===== src/rtl/memdec_pkg.sv =====
// Package memdec_pkg
// Shared control-word layout and register offsets for the decoder bank.
// Assumes a 32-bit register word and eight words per decoder page.
package memdec_pkg;

    // Control word, packed so that bit 0 is gran[0] and bit 12 is tgt_type.
    typedef struct packed {
        logic       tgt_type;   // 1 = memory expander
        logic       lock;
        logic       err;        // read-only commit error
        logic       done;       // read-only committed
        logic       req;        // commit request
        logic [3:0] ways;       // interleave ways code
        logic [3:0] gran;       // interleave granularity code
    } ctrl_t;

    localparam int CTRL_W   = 13;
    localparam int B_REQ    = 8;
    localparam int B_LOCK   = 11;
    localparam int B_TYPE   = 12;

    localparam logic [2:0] OFS_CTRL    = 3'd0;
    localparam logic [2:0] OFS_BASE_LO = 3'd1;
    localparam logic [2:0] OFS_BASE_HI = 3'd2;
    localparam logic [2:0] OFS_SIZE_LO = 3'd3;
    localparam logic [2:0] OFS_SIZE_HI = 3'd4;
    localparam logic [2:0] OFS_AUX_LO  = 3'd5;
    localparam logic [2:0] OFS_AUX_HI  = 3'd6;

    localparam int MAX_WAYS_CODE = 3;
    localparam int MAX_GRAN_CODE = 6;

endpackage


===== src/rtl/memdec_validate.sv =====
// Module memdec_validate
// Pure combinational parameter check for one decoder's commit.
// Ways code c means 2^c ways; only codes up to MAX_WAYS_CODE exist.
// Assumes the caller samples ok only at the resolve cycle.
module memdec_validate
    import memdec_pkg::*;
#(
    parameter int NUM_TGT = 4
) (
    input  logic [3:0]  ways_code,
    input  logic [3:0]  gran_code,
    input  logic [63:0] size,
    output logic        ok
);

    logic        ways_ok;
    logic        gran_ok;
    logic        size_ok;
    logic [63:0] low_mask;

    // Evaluate the three parameter rules
    always_comb begin
        low_mask = (64'd1 << ways_code) - 64'd1;
        ways_ok  = (int'(ways_code) <= MAX_WAYS_CODE) &&
                   ((32'd1 << ways_code) <= 32'(NUM_TGT));
        gran_ok  = int'(gran_code) <= MAX_GRAN_CODE;
        size_ok  = (size & low_mask) == 64'd0;
        ok       = ways_ok && gran_ok && size_ok;
    end

endmodule


===== src/rtl/memdec_slot.sv =====
// Module memdec_slot
// One decoder: control word, 64-bit base/size/aux, and the commit countdown.
// Assumes at most one write per cycle and that lower_done / upper_busy come
// from the neighbouring slots in the same cycle.
module memdec_slot
    import memdec_pkg::*;
#(
    parameter int NUM_TGT    = 4,
    parameter bit SWITCH     = 1'b1,
    parameter int COMMIT_LAT = 4
) (
    input  logic        clk,
    input  logic        rst_n,
    input  logic        wr_en,
    input  logic [2:0]  wr_ofs,
    input  logic [31:0] wr_data,
    input  logic        lower_done,
    input  logic        upper_busy,
    input  logic [2:0]  rd_ofs,
    output logic [31:0] rd_word,
    output logic        done,
    output logic        busy
);

    localparam int CNT_W = $clog2(COMMIT_LAT + 1);

    ctrl_t              ctrl_q;
    logic [63:0]        base_q;
    logic [63:0]        size_q;
    logic [63:0]        aux_q;
    logic               pend_q;
    logic [CNT_W-1:0]   cnt_q;
    logic               params_ok;
    logic               frozen;
    logic               ctrl_wr;
    logic               start;
    logic               abort;
    logic               range_we;
    logic [63:0]        aux_mask;

    memdec_validate #(.NUM_TGT(NUM_TGT)) u_validate (
        .ways_code (ctrl_q.ways),
        .gran_code (ctrl_q.gran),
        .size      (size_q),
        .ok        (params_ok)
    );

    // Per-byte mask on the auxiliary value: switch builds drop absent targets
    generate
        if (SWITCH) begin : g_tgt_mask
            for (genvar b = 0; b < 8; b++) begin : g_byte
                assign aux_mask[8*b +: 8] = (b < NUM_TGT) ? 8'hFF : 8'h00;
            end
        end else begin : g_skip_mask
            assign aux_mask = '1;
        end
    endgenerate

    // Decode write intent for this slot
    always_comb begin
        frozen   = ctrl_q.done && ctrl_q.lock;
        ctrl_wr  = wr_en && (wr_ofs == OFS_CTRL) && !frozen;
        start    = ctrl_wr && !ctrl_q.req && wr_data[B_REQ];
        abort    = ctrl_wr && ctrl_q.req && !wr_data[B_REQ] && !upper_busy;
        range_we = wr_en && (wr_ofs != OFS_CTRL) && !ctrl_q.req && !frozen;
    end

    // Range words: writable only while no commit is requested
    always_ff @(posedge clk) begin
        if (!rst_n) begin
            base_q <= '0;
            size_q <= '0;
            aux_q  <= '0;
        end else if (range_we) begin
            case (wr_ofs)
                OFS_BASE_LO: base_q[31:0]  <= wr_data;
                OFS_BASE_HI: base_q[63:32] <= wr_data;
                OFS_SIZE_LO: size_q[31:0]  <= wr_data;
                OFS_SIZE_HI: size_q[63:32] <= wr_data;
                OFS_AUX_LO:  aux_q[31:0]   <= wr_data & aux_mask[31:0];
                OFS_AUX_HI:  aux_q[63:32]  <= wr_data & aux_mask[63:32];
                default: ;
            endcase
        end
    end

    // Control word and commit countdown
    always_ff @(posedge clk) begin
        if (!rst_n) begin
            ctrl_q <= '0;
            pend_q <= 1'b0;
            cnt_q  <= '0;
        end else if (abort) begin
            ctrl_q.req  <= 1'b0;
            ctrl_q.done <= 1'b0;
            ctrl_q.err  <= 1'b0;
            pend_q      <= 1'b0;
        end else begin
            if (ctrl_wr && !ctrl_q.req) begin
                ctrl_q.gran     <= wr_data[3:0];
                ctrl_q.ways     <= wr_data[7:4];
                ctrl_q.req      <= wr_data[B_REQ];
                ctrl_q.lock     <= wr_data[B_LOCK];
                ctrl_q.tgt_type <= wr_data[B_TYPE];
            end
            if (start) begin
                pend_q <= 1'b1;
                cnt_q  <= CNT_W'(COMMIT_LAT - 1);
            end else if (pend_q) begin
                if (cnt_q == '0) begin
                    pend_q <= 1'b0;
                    if (lower_done && params_ok) ctrl_q.done <= 1'b1;
                    else                          ctrl_q.err  <= 1'b1;
                end else begin
                    cnt_q <= cnt_q - 1'b1;
                end
            end
        end
    end

    // Readback of this slot's words
    always_comb begin
        case (rd_ofs)
            OFS_CTRL:    rd_word = {{(32-CTRL_W){1'b0}}, ctrl_q};
            OFS_BASE_LO: rd_word = base_q[31:0];
            OFS_BASE_HI: rd_word = base_q[63:32];
            OFS_SIZE_LO: rd_word = size_q[31:0];
            OFS_SIZE_HI: rd_word = size_q[63:32];
            OFS_AUX_LO:  rd_word = aux_q[31:0];
            OFS_AUX_HI:  rd_word = aux_q[63:32];
            default:     rd_word = '0;
        endcase
    end

    assign done = ctrl_q.done;
    assign busy = ctrl_q.done || pend_q;

    // committed and error are never both set
    p_status_excl_r5: assert property (@(posedge clk) disable iff (!rst_n)
        !(ctrl_q.done && ctrl_q.err));

    // a countdown that reaches zero resolves on the next edge
    p_latency_r5: assert property (@(posedge clk) disable iff (!rst_n)
        (pend_q && cnt_q == '0 && !abort) |=> (ctrl_q.done || ctrl_q.err));

    // committed only rises when every lower decoder was committed
    p_order_r6: assert property (@(posedge clk) disable iff (!rst_n)
        $rose(ctrl_q.done) |-> $past(lower_done));

    // range words hold while a commit is requested
    p_range_hold_r9: assert property (@(posedge clk) disable iff (!rst_n)
        ctrl_q.req |=> ($stable(base_q) && $stable(size_q) && $stable(aux_q)));

    // a locked committed decoder does not change
    p_lock_hold_r10: assert property (@(posedge clk) disable iff (!rst_n)
        (ctrl_q.done && ctrl_q.lock) |=> ($stable(ctrl_q) && $stable(base_q)));

endmodule


===== src/rtl/memdec_readmux.sv =====
// Module memdec_readmux
// Selects the capability word or one slot's word by page and registers it.
// Assumes each slot already decodes the in-page offset.
module memdec_readmux #(
    parameter int NUM_DEC = 4,
    parameter int PAGE_W  = 3
) (
    input  logic                    clk,
    input  logic                    rst_n,
    input  logic [PAGE_W-1:0]       rd_page,
    input  logic [2:0]              rd_ofs,
    input  logic [31:0]             cap_word,
    input  logic [NUM_DEC-1:0][31:0] slot_words,
    output logic [31:0]             rd_data
);

    logic [31:0] sel;

    // Pick the word addressed by the page
    always_comb begin
        sel = '0;
        if (rd_page == '0 && rd_ofs == 3'd0) sel = cap_word;
        for (int k = 0; k < NUM_DEC; k++) begin
            if (int'(rd_page) == k + 1) sel = slot_words[k];
        end
    end

    // Register the read result
    always_ff @(posedge clk) begin
        if (!rst_n) rd_data <= '0;
        else        rd_data <= sel;
    end

endmodule


===== src/rtl/memdec_commit_bank.sv =====
// Module memdec_commit_bank
// Bank of NUM_DEC address range decoders with an ordered commit protocol.
// Page 0 holds the capability word; decoder n lives on page n+1.
// Assumes a single register master issuing at most one write per cycle.
module memdec_commit_bank #(
    parameter int NUM_DEC    = 4,
    parameter int NUM_TGT    = 4,
    parameter int COMMIT_LAT = 4,
    parameter bit SWITCH     = 1'b1,
    parameter bit ILV_LO     = 1'b1,
    parameter bit ILV_HI     = 1'b0,
    localparam int ADDR_W    = $clog2(8 * (NUM_DEC + 1))
) (
    input  logic               clk,
    input  logic               rst_n,
    input  logic               wr_en,
    input  logic [ADDR_W-1:0]  wr_addr,
    input  logic [31:0]        wr_data,
    input  logic [ADDR_W-1:0]  rd_addr,
    output logic [31:0]        rd_data,
    output logic [NUM_DEC-1:0] dec_active
);

    localparam int PAGE_W = ADDR_W - 3;

    logic [PAGE_W-1:0]        wr_page;
    logic [PAGE_W-1:0]        rd_page;
    logic [NUM_DEC-1:0]       done_v;
    logic [NUM_DEC-1:0]       busy_v;
    logic [NUM_DEC-1:0][31:0] slot_words;
    logic [31:0]              cap_word;

    assign wr_page  = wr_addr[ADDR_W-1:3];
    assign rd_page  = rd_addr[ADDR_W-1:3];
    assign cap_word = {18'd0, ILV_HI, ILV_LO, 8'(NUM_TGT), 4'(NUM_DEC)};

    // One slot per decoder, chained to its neighbours for ordering
    for (genvar i = 0; i < NUM_DEC; i++) begin : g_slot
        logic lower_done;
        logic upper_busy;
        if (i == 0) begin : g_first
            assign lower_done = 1'b1;
        end else begin : g_rest
            assign lower_done = &done_v[i-1:0];
        end
        if (i == NUM_DEC - 1) begin : g_last
            assign upper_busy = 1'b0;
        end else begin : g_mid
            assign upper_busy = busy_v[i+1];
        end
        memdec_slot #(
            .NUM_TGT    (NUM_TGT),
            .SWITCH     (SWITCH),
            .COMMIT_LAT (COMMIT_LAT)
        ) u_slot (
            .clk        (clk),
            .rst_n      (rst_n),
            .wr_en      (wr_en && (int'(wr_page) == i + 1)),
            .wr_ofs     (wr_addr[2:0]),
            .wr_data    (wr_data),
            .lower_done (lower_done),
            .upper_busy (upper_busy),
            .rd_ofs     (rd_addr[2:0]),
            .rd_word    (slot_words[i]),
            .done       (done_v[i]),
            .busy       (busy_v[i])
        );
    end

    memdec_readmux #(.NUM_DEC(NUM_DEC), .PAGE_W(PAGE_W)) u_readmux (
        .clk        (clk),
        .rst_n      (rst_n),
        .rd_page    (rd_page),
        .rd_ofs     (rd_addr[2:0]),
        .cap_word   (cap_word),
        .slot_words (slot_words),
        .rd_data    (rd_data)
    );

    assign dec_active = done_v;

    // the active decoders always form a run starting at decoder 0
    p_prefix_r8: assert property (@(posedge clk) disable iff (!rst_n)
        ((done_v + 1'b1) & done_v) == '0);

endmodule


===== config.mk =====
export PLATFORM = sky130hd
export DESIGN_NAME = memdec_commit_bank
export DESIGN_NICKNAME = d
export VERILOG_FILES = /design/src/rtl/memdec_pkg.sv /design/src/rtl/memdec_validate.sv /design/src/rtl/memdec_slot.sv /design/src/rtl/memdec_readmux.sv /design/src/rtl/memdec_commit_bank.sv
export SDC_FILE = /design/constraint.sdc
export NUM_CORES = 2
export LEC_CHECK = 0
export BUFFER_PORTS_ARGS = -buffer_cell sky130_fd_sc_hd__buf_2
export CORE_ASPECT_RATIO = 0.7
export CORE_MARGIN = 10
export CORE_UTILIZATION = 65
export CTS_BUF_LIST = sky130_fd_sc_hd__clkbuf_2 sky130_fd_sc_hd__clkbuf_4 sky130_fd_sc_hd__clkbuf_8
export DETAILED_ROUTE_END_ITERATION = 10
export HOLD_SLACK_MARGIN = 0.05
export PLACE_DENSITY_LB_ADDON = 0.08
export RECOVER_POWER = 25
export SYNTH_ARGS = -nofsm -noshare
export SYNTH_HDL_FRONTEND = slang
export SYNTH_SLANG_ARGS = --single-unit

===== constraint.sdc =====
create_clock -name clk -period 5.2 [get_ports clk]
set_input_delay 0.26 -clock clk [delete_from_list [all_inputs] [get_ports clk]]
set_output_delay 0.26 -clock clk [all_outputs]
set_load 0.005 [all_outputs]

# Yosys cells after proc, flatten, opt, wreduce, memory -nomap -nowiden

Cells that the tools add are included.

Output and inout port bits: 36
Bits in registers: 740
Logic and storage cells: 293
Input bits: 47

Bitwise operators: 17
Multiplexer cells: 33
Shifts and indexed selects: 8
Reduce and logical (&&, ||, !) cells: 136
Equal/unequal tests: 22
$add $sub $neg: 8
Order comparisons: 12

Operators by type and width:

| operator                                                                | count |
|---|---|
| 32-bit case mux with 6 select lines                                     | 4 |
| 64-bit AND                                                              | 4 |
| 64-bit logical NOT                                                      | 4 |
| 1-bit by 4-bit left shift with 64-bit output, first input constant      | 4 |
| 64-bit by 1-bit subtractor with 64-bit output, second input constant    | 4 |
| 32-bit by 3-bit <= comparator with 1-bit output, second input constant  | 4 |
| 32-bit 2-to-1 mux                                                       | 4 |
| 1-bit by 4-bit left shift with 32-bit output, first input constant      | 4 |
| 1-bit logical AND                                                       | 63 |
| 2-bit AND reduction                                                     | 25 |
| 3-bit 2-to-1 mux                                                        | 12 |
| 4-bit AND reduction                                                     | 8 |
| 3-bit equality test, second input constant                              | 10 |
| 3-bit logical NOT                                                       | 7 |
| 3-bit by 2-bit equality test with 1-bit output, second input constant   | 6 |
| 4-bit by 2-bit <= comparator with 1-bit output, second input constant   | 4 |
| 4-bit by 3-bit <= comparator with 1-bit output, second input constant   | 4 |
| 3-bit AND reduction                                                     | 5 |
| 13-bit 2-to-1 mux                                                       | 1 |
| 1-bit NOT                                                               | 13 |
| 1-bit logical NOT                                                       | 12 |
| 1-bit 2-to-1 mux                                                        | 12 |
| 3-bit by 1-bit subtractor with 3-bit output, second input constant      | 4 |
| 2-bit by 1-bit inequality test with 1-bit output, second input constant | 4 |
| other kinds (5)                                                         | 14 |

# Logic depth before layout (Yosys ltp)

Depth in word-level cells: 9
Gate-level depth with buffers: 12
Depth with buffers taken out: 10

# Modules after synthesis

A second synthesis with hierarchy kept.

Cell total of the unflattened synthesis: 4347
Area, all modules: 34613.2 um2

By module, submodules not included:

| module             | cells each | area each (um2) | seq. area each (um2) | times used |
|---|---|---|---|---|
| memdec_slot        | 947        | 7599.8          | 3543.4               | 4 |
| memdec_readmux     | 302        | 2502.4          | 640.6                | 1 |
| memdec_validate    | 62         | 409.1           | 0.0                  | 4 |
| memdec_commit_bank | 9          | 75.1            | 0.0                  | 1 |

# Worst setup path before layout

No wires, ideal clock.

Path type: register -> register
Start: register g_slot[2].u_slot.ctrl_q[5] in the netlist's numbering
End: register g_slot[2].u_slot.ctrl_q[10] in the netlist's numbering
Path buffers: 2
Path slack: 2636 ps
Clock period less this slack: 2564 ps
Stages on the path, launching flop included: 12
Data required time: 5081 ps
Setup time: 119 ps
Arrival time: 2445 ps
Cells stage by stage: dfxtp_1 > clkbuf_1 > clkbuf_1 > and3_1 > nand2_1 > ha_1 > inv_1 > a221oi_1 > nand4_1 > a2111oi_0 > nand2b_1 > o221a_2

Longest elaborated chain between the ends: 8
Elaborated cells between the ends (all ways): 13
Those cells by class: add/sub (1); order compare (2); shift (2); bitwise (2); reduce/logical (6)

Ends and longest elaborated chain:

| what                                                                                                                    | RTL line                                     | text |
|---|---|---|
| start: declaration                                                                                                      | memdec_slot.sv:27                            | `ctrl_t ctrl_q;` |
| 1-bit by 4-bit left shift with 64-bit output / 1-bit by 4-bit left shift with 32-bit output (equally long branches)     | memdec_validate.sv:23, memdec_validate.sv:25 |  |
| 64-bit by 1-bit subtractor with 64-bit output / 32-bit by 3-bit <= comparator with 1-bit output (equally long branches) | memdec_validate.sv:23, memdec_validate.sv:25 |  |
| 64-bit AND / 1-bit logical AND (equally long branches)                                                                  | memdec_validate.sv:27, memdec_validate.sv:24 |  |
| 64-bit logical NOT / 1-bit logical AND (equally long branches)                                                          | memdec_validate.sv:27, memdec_validate.sv:28 |  |
| 1-bit logical AND *                                                                                                     | memdec_validate.sv:28                        | `ok = ways_ok && gran_ok && size_ok;` |
| 1-bit logical AND *                                                                                                     | memdec_slot.sv:112                           | `if (lower_done && params_ok) ctrl_q.done <= 1'b1;` |
| 1-bit NOT (no source line) *                                                                                            | n/a                                          |  |
| 4-bit AND reduction (no source line) *                                                                                  | n/a                                          |  |

Every way passes the cells marked *; elsewhere a longest branch is shown, timed or not.
A chain may end at the register's enable or synchronous reset.

# Worst setup path after layout

Start: register, netlist name g_slot[2].u_slot.done
End: register g_slot[2].u_slot.size_q[30]

Longest elaborated chain between the ends: 4

Ends and longest elaborated chain:

| what                                 | RTL line          | text |
|---|---|---|
| 1-bit logical AND                    | memdec_slot.sv:61 | `frozen = ctrl_q.done && ctrl_q.lock;` |
| 1-bit logical NOT                    | memdec_slot.sv:65 | `range_we = wr_en && (wr_ofs != OFS_CTRL) && !ctrl_q.req && !frozen;` |
| 1-bit logical AND                    | memdec_slot.sv:65 |  |
| 2-bit AND reduction (no source line) | n/a               |  |
| end signal: assignment               | memdec_slot.sv:78 | `OFS_SIZE_LO: size_q[31:0] <= wr_data;` |
| end: declaration                     | memdec_slot.sv:29 | `logic [63:0] size_q;` |

Every way passes these cells.

==> results.yml <==
outcome:
  status: "complete, but fails checks"
  violations: "max-capacitance violations, max-slew violations"
floorplanning:
  num_rows: 68
  die_y_um: 208
  io_pins: 83
  die_width_um: 288
  coreArea_um2: 49500
  die_area_um2: 59800
  initial_core_util: 0.660
global_routing:
  grt_pass1_vias: 28752
  grt_max_degree: 200
  overflow: 0
  grt_first_pass_wirelength_um: 176000
  antenna_found_initial: 4
  grt_usage: 0.377
route:
  drc: 0
  detail_route.vias_per_cell: 6.66
  dr.first_iter.drc_count: 4476
  final_antenna_net_count: 0
  drt_first_pass_iters: 7
  wl_per_cell_um: 25.8
  route.vias.total: 30421
  routed_wl_um: 118000
worst_hold_path:
  holdCritPathClass: "in -> reg"
yosys:
  synth_cell_types: 78
  synthesis.nets: 3981
  ys.flop_type: "dfxtp_1"
  synth_edf_count: 0
  ys_ff_latch: 740
  synth.largest_area_cell: "dfxtp_1"
  postSynthAreaPerCell_um2: 8.34
  synth_top_area_frac: 0.453
  synth_common_cells: "768 x nand2_1, 740 x dfxtp_1, 468 x a21oi_1, 442 x nor2_1, 431 x mux2i_1"
  yosysWarningCount: 0
  synth_most_common_cell: "nand2_1"
  synthCells: 3918
  synthTopCellsByArea: "dfxtp_1 45%, mux2i_1 13%, nand2_1 8.8%, a21oi_1 7.2%, nor2_1 5.1%"
  seq_area_frac_synth: 0.453
  async_reset_ff_frac: 0
  synthesis.area_um2: 32700
worst_setup_path:
  cp-startpoint: "g_slot[2].u_slot.done"
  max_stage_delay_ps: 2250
  regToRegSetupSlack_ps: 960
  r2r_cells: 5
  endpoint_kind: "flip-flop"
  crit_path_end: "g_slot[2].u_slot.size_q[30]"
  startpoint_type: "flip-flop"
  critPathSlowestCell: "clkbuf_1"
  path_max_fanout: 32
  crit_arrival_ps: 4760
  rr_startpoint: "g_slot[2].u_slot.done"
  worst_ep_required_time_ps: 5720
  reg2reg_to: "g_slot[2].u_slot.size_q[30]"
  worstSetupPathType: "reg -> reg"
  crit_chain: "a2111o_1 > nor2_4 > clkbuf_1 > mux2i_1 > nor2_1"
place:
  numPortBuffers: 82
  gp_congestion: 0.971
  dpl.hpwl_um: 74000
sta:
  rsz0062_at_grt: "no"
  setup_tns_ps: 0
  hold_viol: 0
  fin_skew_ps: 37.4
  worst_pin_slew_ps: 3200
  setup_violations: 0
  fmax_mhz: 236
  max_slew_margin: -1.14
  finalCritPeriodShare: 0.815
  final_max_slew_viol_count: 721
  min_period_ps: 4240
power_and_ir_drop:
  leakagePower_nw: 11.8
  ir_drop_mv: 0.277
  internal_power_mw: 8.60
  p_sw_frac: 0.253
  power_switching_mw: 2.92
  p_clk_frac: 0.443
  p_comb_frac: 0.060
  seqPwrFrac: 0.497
  power_density_nw_per_um2: 325
clock_tree:
  cts_made_buffers: 110
  htree_levels: 3
  clockRootBuffer: "clkbuf_8"
  cts_sinks: 740
  cts_max_path_buffers: 3
  clkLatencyLatePin_ps: 750
  cts_tree: "done"
  clk_pin_slew_ps: 70
  post_cts_buffers: 0
finish:
  drive_above_1_share: 0.0950
  utilization: 0.715
  fin_nets: 3878
  area_delta_synth_final_pct: 8.37
  fillers: 3947
run:
  maxCapViolCount: 11
[worst max-delay path: cells and delay by family (launching register included)]
kind,cells,cell delay (ps)
flip-flops,1,410
buffers and inverters,1,2250
multiplexers,1,380
AND/OR/NAND/NOR,2,240
AO/OA/AOI/OAI,1,690
[timing repair]
action	in CTS	in global routing
endpoints found under the hold margin	274	0
hold buffers	24	0
gates resized for setup	0	0
[cell type report]
type	count	area [µm²]	area share
antenna	6	15.0	0.000424
sequential	740	14800	0.418
inverter	37	146	0.00413
tap	665	832	0.0235
timing repair buffer	161	1020	0.0288
clock buffer	171	2130	0.0603
multi-input combinational	2765	16200	0.459
clock inverter	21	209	0.00590
[cells in the final DEF, fill, tap and decap left out, types with 27 or more instances in the layout]
cell and instances:
a21oi_1 468, a221oi_1 44, a22oi_1 141, a31oi_1 31, buf_2 48, buf_4 46
clkbuf_1 38, clkbuf_4 37, clkbuf_8 136, dfxtp_1 740, inv_1 35, mux2_2 31
mux2i_1 431, nand2_1 767, nor2_1 429, nor4_1 27, o21ai_0 63
[sequential cells by signal, indices dropped and copies added, names as in the netlist]
register and count:
u_readmux.rd_data 32, g_slot.u_slot.cnt_q 12, g_slot.u_slot.base_q 256, g_slot.u_slot.pend_q 4, g_slot.u_slot.size_q 256, g_slot.u_slot.ctrl_q 48, g_slot.u_slot.done 4, g_slot.u_slot.aux_q 128
[worst min path at each step]
stage,start,endpoint,depth (start not counted)
5_1_grt,wr_data[10],g_slot[3].u_slot.base_q[42],3
6_report,wr_data[10],g_slot[3].u_slot.base_q[42],3
2_1_floorplan,wr_data[3],g_slot[3].u_slot.aux_q[3],2
3_5_place_dp,g_slot[3].u_slot.base_q[42],g_slot[3].u_slot.base_q[42],2
3_3_place_gp,g_slot[0].u_slot.cnt_q[2],g_slot[0].u_slot.cnt_q[2],2
4_1_cts,wr_data[12],g_slot[1].u_slot.size_q[12],3
[cell families (layout without fill, tap and decap cells)]
| family | count (synthesis) | after routing | synth area share |
|---|---|---|---|
| multiplexers | 465 | 465 | 0.145 |
| adder cells (fa/ha/maj) | 16 | 16 | 0.00613 |
| AND/OR/NAND/NOR | 1389 | 1389 | 0.174 |
| AO/OA/AOI/OAI | 891 | 891 | 0.168 |
| flip-flops | 740 | 740 | 0.453 |
| buffers and inverters | 413 | 390 | 0.0529 |
| other | 0 | 6 | 0 |
| XOR/XNOR | 4 | 4 | 0.00107 |
[layer usage]
layer | share of wire | track usage | routed length (µm) | vias to the layer above
met3 | 0.15 | 0.128 | 17900 | 419
met1 | 0.40 | 0.523 | 46500 | 14453
li1 | - | - | - | 13332
met2 | 0.40 | 0.517 | 47400 | 2211
met5 | 0.00076 | 0 | 89 | -
met4 | 0.049 | 0.179 | 5800 | 6
[power by group through the flow]
stage               Sequential, mW  Combinational, mW  Clock, mW
floorplan                     5.83              0.388          0
global placement              5.84              0.627          0
detailed placement            5.85              0.638          0
CTS                           5.72              0.654       5.09
global route                  5.72              0.703       5.34
finish                        5.72              0.694       5.10
[stage by stage]
stage	std cells	setup WS [ps]	power [mW]	hold WS (ps)	area (µm²)
after floorplan	3918	2640	6.22	407	32700
after global placement	4344	1750	6.47	437	32900
after global routing	4562	936	11.8	94.7	35400
final	4566	960	11.5	122	35400
after detailed placement	4344	1710	6.48	444	32900
after CTS	4560	1680	11.5	55.6	35500
(Power assumes the default switching activity.)
